--- src/rtl/dtmr_pkg.sv ---
package dtmr_pkg;

    typedef enum logic [1:0] {
        CH_IDLE    = 2'd0,
        CH_ARMED   = 2'd1,
        CH_EXPIRED = 2'd2
    } ch_state_t;

    localparam logic [3:0] SEL_T1_LO = 4'h4;
    localparam logic [3:0] SEL_T1_HI = 4'h5;
    localparam logic [3:0] SEL_T2_LO = 4'h8;
    localparam logic [3:0] SEL_T2_HI = 4'h9;

    localparam int NUM_CH = 2;

endpackage

--- src/rtl/dtmr_regif.sv ---
module dtmr_regif
    import dtmr_pkg::*;
#(
    parameter int DATA_W = 8,
    parameter int CH     = NUM_CH,
    localparam int CNT_W = 2 * DATA_W
) (
    input  logic [3:0]                  reg_sel,
    input  logic                        wr_en,
    input  logic                        rd_en,
    input  logic [CH-1:0][CNT_W-1:0]    counts,
    output logic [CH-1:0]               ld_lo,
    output logic [CH-1:0]               ld_hi,
    output logic [CH-1:0]               rd_clr,
    output logic [DATA_W-1:0]           rd_data
);

    function automatic logic [3:0] lo_addr(input int idx);
        return (idx == 0) ? SEL_T1_LO : SEL_T2_LO;
    endfunction

    function automatic logic [3:0] hi_addr(input int idx);
        return (idx == 0) ? SEL_T1_HI : SEL_T2_HI;
    endfunction

    for (genvar g = 0; g < CH; g++) begin : g_strobe
        assign ld_lo[g]  = wr_en && (reg_sel == lo_addr(g));
        assign ld_hi[g]  = wr_en && (reg_sel == hi_addr(g));
        assign rd_clr[g] = rd_en && (reg_sel == lo_addr(g));
    end

    always_comb begin
        rd_data = '0;
        for (int i = 0; i < CH; i++) begin
            if (rd_en && reg_sel == lo_addr(i)) begin
                rd_data = counts[i][DATA_W-1:0];
            end
            if (rd_en && reg_sel == hi_addr(i)) begin
                rd_data = counts[i][CNT_W-1:DATA_W];
            end
        end
    end

endmodule

--- src/rtl/dtmr_chan.sv ---
module dtmr_chan
    import dtmr_pkg::*;
#(
    parameter int DATA_W     = 8,
    parameter bit RELOAD_CAP = 1'b0,
    localparam int CNT_W     = 2 * DATA_W
) (
    input  logic              clk,
    input  logic              rst_n,
    input  logic              tick,
    input  logic              ld_lo,
    input  logic              ld_hi,
    input  logic              rd_clr,
    input  logic [DATA_W-1:0] wdata,
    input  logic              free_run,
    output logic [CNT_W-1:0]  count,
    output logic              flag
);

    ch_state_t         state_q, state_d;
    logic [DATA_W-1:0] lo_q, hi_q;
    logic [CNT_W-1:0]  cnt_q, cnt_d;
    logic              flag_q, flag_d;
    logic              reload_en, timeout, fire;

    assign reload_en = RELOAD_CAP && free_run;
    assign timeout   = tick && !ld_hi && (cnt_q == '0);
    assign fire      = timeout && (state_q == CH_ARMED);

    // State register
    always_ff @(posedge clk or negedge rst_n) begin
        if (!rst_n) begin
            state_q <= CH_IDLE;
        end else begin
            state_q <= state_d;
        end
    end

    // Next state: START, EXPIRE, RELOAD
    always_comb begin
        state_d = state_q;
        unique case (state_q)
            CH_IDLE: begin
                if (ld_hi) state_d = CH_ARMED;
            end
            CH_ARMED: begin
                if (ld_hi)                       state_d = CH_ARMED;
                else if (timeout && !reload_en)  state_d = CH_EXPIRED;
            end
            CH_EXPIRED: begin
                if (ld_hi) state_d = CH_ARMED;
            end
            default: state_d = CH_IDLE;
        endcase
    end

    // Datapath and flag outputs
    always_comb begin
        cnt_d = cnt_q;
        if (ld_hi) begin
            cnt_d = {wdata, lo_q};
        end else if (timeout && reload_en) begin
            cnt_d = {hi_q, lo_q};
        end else if (tick) begin
            cnt_d = cnt_q - CNT_W'(1);
        end

        flag_d = flag_q;
        if (ld_hi) begin
            flag_d = 1'b0;
        end else if (fire) begin
            flag_d = 1'b1;
        end else if (rd_clr) begin
            flag_d = 1'b0;
        end
    end

    always_ff @(posedge clk or negedge rst_n) begin
        if (!rst_n) begin
            lo_q   <= '0;
            hi_q   <= '0;
            cnt_q  <= '0;
            flag_q <= 1'b0;
        end else begin
            if (ld_lo) lo_q <= wdata;
            if (ld_hi) hi_q <= wdata;
            cnt_q  <= cnt_d;
            flag_q <= flag_d;
        end
    end

    assign count = cnt_q;
    assign flag  = flag_q;

    AST_LOAD_VALUE: assert property (@(posedge clk) disable iff (!rst_n)
        ld_hi |=> cnt_q == {$past(wdata), $past(lo_q)});
    AST_START_CLEARS: assert property (@(posedge clk) disable iff (!rst_n)
        ld_hi |=> (!flag_q && state_q == CH_ARMED));
    AST_DECREMENT: assert property (@(posedge clk) disable iff (!rst_n)
        (tick && !ld_hi && cnt_q != '0) |=> cnt_q == CNT_W'($past(cnt_q) - CNT_W'(1)));
    AST_HOLD: assert property (@(posedge clk) disable iff (!rst_n)
        (!tick && !ld_hi) |=> $stable(cnt_q));
    AST_ONE_SHOT_ONCE: assert property (@(posedge clk) disable iff (!rst_n)
        (state_q == CH_EXPIRED && !flag_q && !ld_hi) |=> !flag_q);
    AST_RELOAD: assert property (@(posedge clk) disable iff (!rst_n)
        (timeout && reload_en) |=> cnt_q == {$past(hi_q), $past(lo_q)});

endmodule

--- src/rtl/dual_timer.sv ---
module dual_timer
    import dtmr_pkg::*;
#(
    parameter int DATA_W = 8,
    localparam int CNT_W = 2 * DATA_W
) (
    input  logic              clk,
    input  logic              rst_n,
    input  logic              tick,
    input  logic [3:0]        reg_sel,
    input  logic              wr_en,
    input  logic              rd_en,
    input  logic [DATA_W-1:0] wr_data,
    input  logic              t1_free_run,
    output logic [DATA_W-1:0] rd_data,
    output logic              t1_flag,
    output logic              t2_flag
);

    logic [NUM_CH-1:0][CNT_W-1:0] counts;
    logic [NUM_CH-1:0]            ld_lo, ld_hi, rd_clr, flags;

    dtmr_regif #(.DATA_W(DATA_W), .CH(NUM_CH)) u_regif (
        .reg_sel (reg_sel),
        .wr_en   (wr_en),
        .rd_en   (rd_en),
        .counts  (counts),
        .ld_lo   (ld_lo),
        .ld_hi   (ld_hi),
        .rd_clr  (rd_clr),
        .rd_data (rd_data)
    );

    for (genvar g = 0; g < NUM_CH; g++) begin : g_ch
        dtmr_chan #(.DATA_W(DATA_W), .RELOAD_CAP(g == 0)) u_chan (
            .clk      (clk),
            .rst_n    (rst_n),
            .tick     (tick),
            .ld_lo    (ld_lo[g]),
            .ld_hi    (ld_hi[g]),
            .rd_clr   (rd_clr[g]),
            .wdata    (wr_data),
            .free_run (t1_free_run),
            .count    (counts[g]),
            .flag     (flags[g])
        );
    end

    assign t1_flag = flags[0];
    assign t2_flag = flags[1];

endmodule

--- config.mk ---
export PLATFORM = sky130hd
export DESIGN_NAME = dual_timer
export DESIGN_NICKNAME = d
export VERILOG_FILES = /design/src/rtl/dtmr_pkg.sv /design/src/rtl/dtmr_regif.sv /design/src/rtl/dtmr_chan.sv /design/src/rtl/dual_timer.sv
export SDC_FILE = /design/constraint.sdc
export NUM_CORES = 1
export LEC_CHECK = 0
export ABC_AREA = 1
export BUFFER_PORTS_ARGS = -buffer_cell sky130_fd_sc_hd__buf_2
export CAP_MARGIN = 30
export CORE_UTILIZATION = 55
export CTS_CLUSTER_SIZE = 8
export DETAILED_ROUTE_END_ITERATION = 8
export PLACE_DENSITY = 0.87
export RECOVER_POWER = 25
export SETUP_SLACK_MARGIN = 0.02
export SYNTH_ARGS = -nofsm -noshare
export SYNTH_HDL_FRONTEND = slang
export SYNTH_SLANG_ARGS = --single-unit
export TNS_END_PERCENT = 20
--- constraint.sdc ---
create_clock -name clk -period 1.4 [get_ports clk]
set_input_delay 0.21 -clock clk [delete_from_list [all_inputs] [get_ports clk]]
set_output_delay 0.21 -clock clk [all_outputs]
set_load 0.03 [all_outputs]
==> key figures <==
Floorplanning
  • Row count: 29
  • Die ar.: around 7100 um^2
  • I/O Pins: 28
  • Initial Util: 57.7%
  • DIE HEIGHT: 84.3 um
  • Core area: 6460 um^2
  • Die W: roughly 84 um

Outcome
  • Status: finished, violations left
  • Failing checks: design-rule violations, negative setup slack

STA
  • Final-report hold violation count: 0
  • Upper clock frequency limit: 573 MHz
  • Final setup violation count: 36
  • Slew Limit Fails: 0
  • WHS: 0.134 ns
  • RSZ-0062 raised after global routing: true
  • Slew headroom: between 40% and 50%
  • Fin Clk Skew: between 0.009 and 0.01 ns
  • Period minus WS final: about 1.7 ns
  • Slew of the pin with the lowest slew margin: 0.886 ns
  • Setup TNS: -6.65 ns
  • Final WS setup: -0.344 ns
  • Final Cycle Share: 125%

Synthesis
  • Post-synth EDFFs: 0
  • Register area share after synthesis: 41.7%
  • Synth warn: 0
  • Asr flop ratio synth: between 90% and 100%
  • Most numerous cell in the Yosys netlist: nand2_1
  • Synth top area share: about two fifths
  • Yosys reg bits: 62
  • Syn_area_per_cell: between 7 and 8 um^2
  • Post-synthesis cell type count: 32
  • Synth area leaders: dfrtp_1 (42%), nand2_1 (15%), nand3_1 (7.7%)
  • Synthesized instance count: between 500 and 600
  • Cell taking the most area after synthesis: dfrtp_1
  • Commonest register cell after synthesis: dfrtp_1
  • Post-Syn Nets: approximately 540
  • Synth Cell Area: 3720 um^2
  • Synth cell count leaders: nand2_1 (151), inv_1 (71), dfrtp_1 (62)

Worst hold path
  • Class of the worst hold path: primary input to flip-flop
  • Hold Path Stages: 3
  • Hold path start: wr_data[5]
  • Worst hold endpoint: g_ch[1].u_chan.count[13]$_DFFE_PN0P_

Critical path
  • Worst Path Max Fanout: 4
  • Setup Crit Path Kind: flip-flop to flip-flop
  • R2R cell count: 9
  • Reg2reg end: g_ch[0].u_chan.count[10]$_DFFE_PN0P_
  • Critical Path Start: g_ch[0].u_chan.count[0]$_DFFE_PN0P_
  • Reg2Reg Setup Slack: -0.34 ns
  • Reg2Reg Launch Point: g_ch[0].u_chan.count[0]$_DFFE_PN0P_
  • CP startpoint kind: flip-flop
  • Critical Path RT: 1.66 ns
  • Worst setup EP type: flip-flop
  • Crit path DAT: approximately 2.0 ns

Finish
  • Filler cell count: 388
  • ANT cells: 0
  • Final std cell area, no fill: approximately 5200 um^2
  • Layout Nets: approximately 670
  • Share of cells above drive strength 1: 36.1%
  • Syn-to-layout area delta: 40.5%

Clock network
  • Root buf cell: clkbuf_8
  • CTS tree: done
  • Sink Count: a little over 60
  • Clk buf depth: 2
  • H-tree depth: 3
  • Clk slew on worst S/H paths: 0.08 ns
  • Clock Latency Late Sink: 0.37 ns
  • Number of CTS-inserted buffers: 9

Detailed routing
  • Routed Antenna Nets: 0
  • Initial DRC Count: 647
  • Drt via density: ~6.0
  • Routed via count: roughly 4300
  • Routed wire per std cell: 18.7 um
  • TritonRoute pass-1 iters: 8
  • Routed WL: 13600 um
  • Drc violations: 2

Power
  • Final Power: 9.80 mW
  • Leakage Power: around 2.7 nW
  • VDD IR-drop max: around 1400 uV
  • Pwr dens: 1870 nW/um^2

GRT
  • Total Routing Usage GR: 38.2%
  • Global route overflow: 0
  • Initial antenna violation count: 0
  • First-pass GRT wire length: between 20000 and 25000 um
  • Number of global-route vias before repair: 4115
  • Largest net degree at the start of global routing: 63

Placed design
  • Final HPWL DP: 8780 um
  • Placed instance area: 4670 um^2
  • Port buffer count: 27
  • GPL Wtd Cong: approximately 0.97
  • Worst slack at placement: -0.195 ns

Flow run
  • Max Cap Viol: 0
## worst max-delay path by stage
stage | end | slack, ns | depth (start not counted)
after floorplan | g_ch[0].u_chan.count[5]$_DFFE_PN0P_ | -0.05 | 11
after global placement | g_ch[0].u_chan.count[6]$_DFFE_PN0P_ | -0.13 | 11
after detailed placement | g_ch[0].u_chan.count[13]$_DFFE_PN0P_ | -0.20 | 10
after CTS | g_ch[0].u_chan.count[8]$_DFFE_PN0P_ | -0.24 | 11
after global routing | g_ch[0].u_chan.count[7]$_DFFE_PN0P_ | -0.38 | 11
final | g_ch[0].u_chan.count[10]$_DFFE_PN0P_ | -0.34 | 9
## registers in the layout, indices dropped and copies added, names as in the netlist
register,count
g_ch.u_chan.count,32
g_ch.u_chan.lo_q,16
g_ch.u_chan.hi_q,8
g_ch.u_chan.state_q,4
g_ch.u_chan.flag,2
## placed cells by master (no fill, tap or decap), types with 2 or more instances in the layout
cell type / instances
buf_2: 19
nand2_1: 132
buf_6: 14
nand4_1: 2
inv_6: 2
ha_2: 2
a22oi_2: 4
nor2_2: 11
dfrtp_1: 62
nor2_4: 7
clkinv_4: 3
nor2_1: 30
o2111ai_2: 3
inv_1: 63
nand2_2: 22
a21oi_1: 2
nor3_1: 2
inv_2: 20
o22ai_1: 2
nand3_4: 2
nand3_1: 44
o221ai_1: 4
o21ai_0: 34
o21ai_1: 3
nand3_2: 13
clkbuf_8: 9
buf_4: 88
nand2_4: 2
o211ai_1: 12
xor2_1: 13
xnor2_1: 4
buf_12: 3
## layer usage
| metal | global-route usage, % | vias to the layer above | wire [um] |
|---|---|---|---|
| met5 | 0 | - | 0 |
| met4 | 20.4 | 0 | 773 |
| met3 | 7.37 | 89 | 1600 |
| met2 | 58.8 | 376 | 5990 |
| met1 | 51.4 | 1954 | 5240 |
| li1 | - | 1913 | - |
## through the flow
step / utilization, % / cells
finish: 81.0 / 726
CTS: 79.8 / 726
global route: 81.0 / 726
detailed placement: 72.3 / 704
global placement: 72.3 / 704
floorplan: - / 516
## what timing repair did
| action | CTS | global route |
|---|---|---|
| pin swaps | 16 | 12 |
| hold buffers | 1 | 0 |
| endpoints found under the setup margin | 41 | 41 |
| buffers inserted | 5 | 0 |
| gates resized for setup | 70 | 26 |
| endpoints found under the hold margin | 62 | 0 |
## layout make-up
cell class / count / area, um^2 / share of cell area [%]
well taps: 77 / 96.3 / 1.84
repair buffers: 126 / 991 / 18.9
clock buffers: 9 / 124 / 2.37
inverters: 84 / 318 / 6.07
multi-input cells: 361 / 2070 / 39.6
clock inverters: 7 / 81.3 / 1.55
flip-flops and latches: 62 / 1550 / 29.7
## power breakdown
group / leakage [nW] / switching (mW) / internal [mW]
sequential: 0.786 / 0.502 / 2.38
combinational: 1.79 / 2.94 / 2.30
clock: 0.100 / 0.842 / 0.843
total: 2.67 / 4.28 / 5.52
## logic make-up after synthesis
logic type      Yosys count  synth area share (%)
simple gates            268                  31.1
compound gates           71                  11.8
flops                    62                  41.7
buf+inv                  93                  9.88
fa+ha+maj                 4                  1.34
xor+xnor                 18                  4.23
## critical path: stages, from the launching register on
cell and delay [ns]:
dfrtp_1 0.41, inv_2 0.11, ha_2 0.21, nand3_2 0.14
inv_1 0.10, nand2_1 0.11, o21ai_0 0.29, nand3_1 0.13
nand3_1 0.09, nand2_1 0.06
Power figures use the tool's default switching activity.
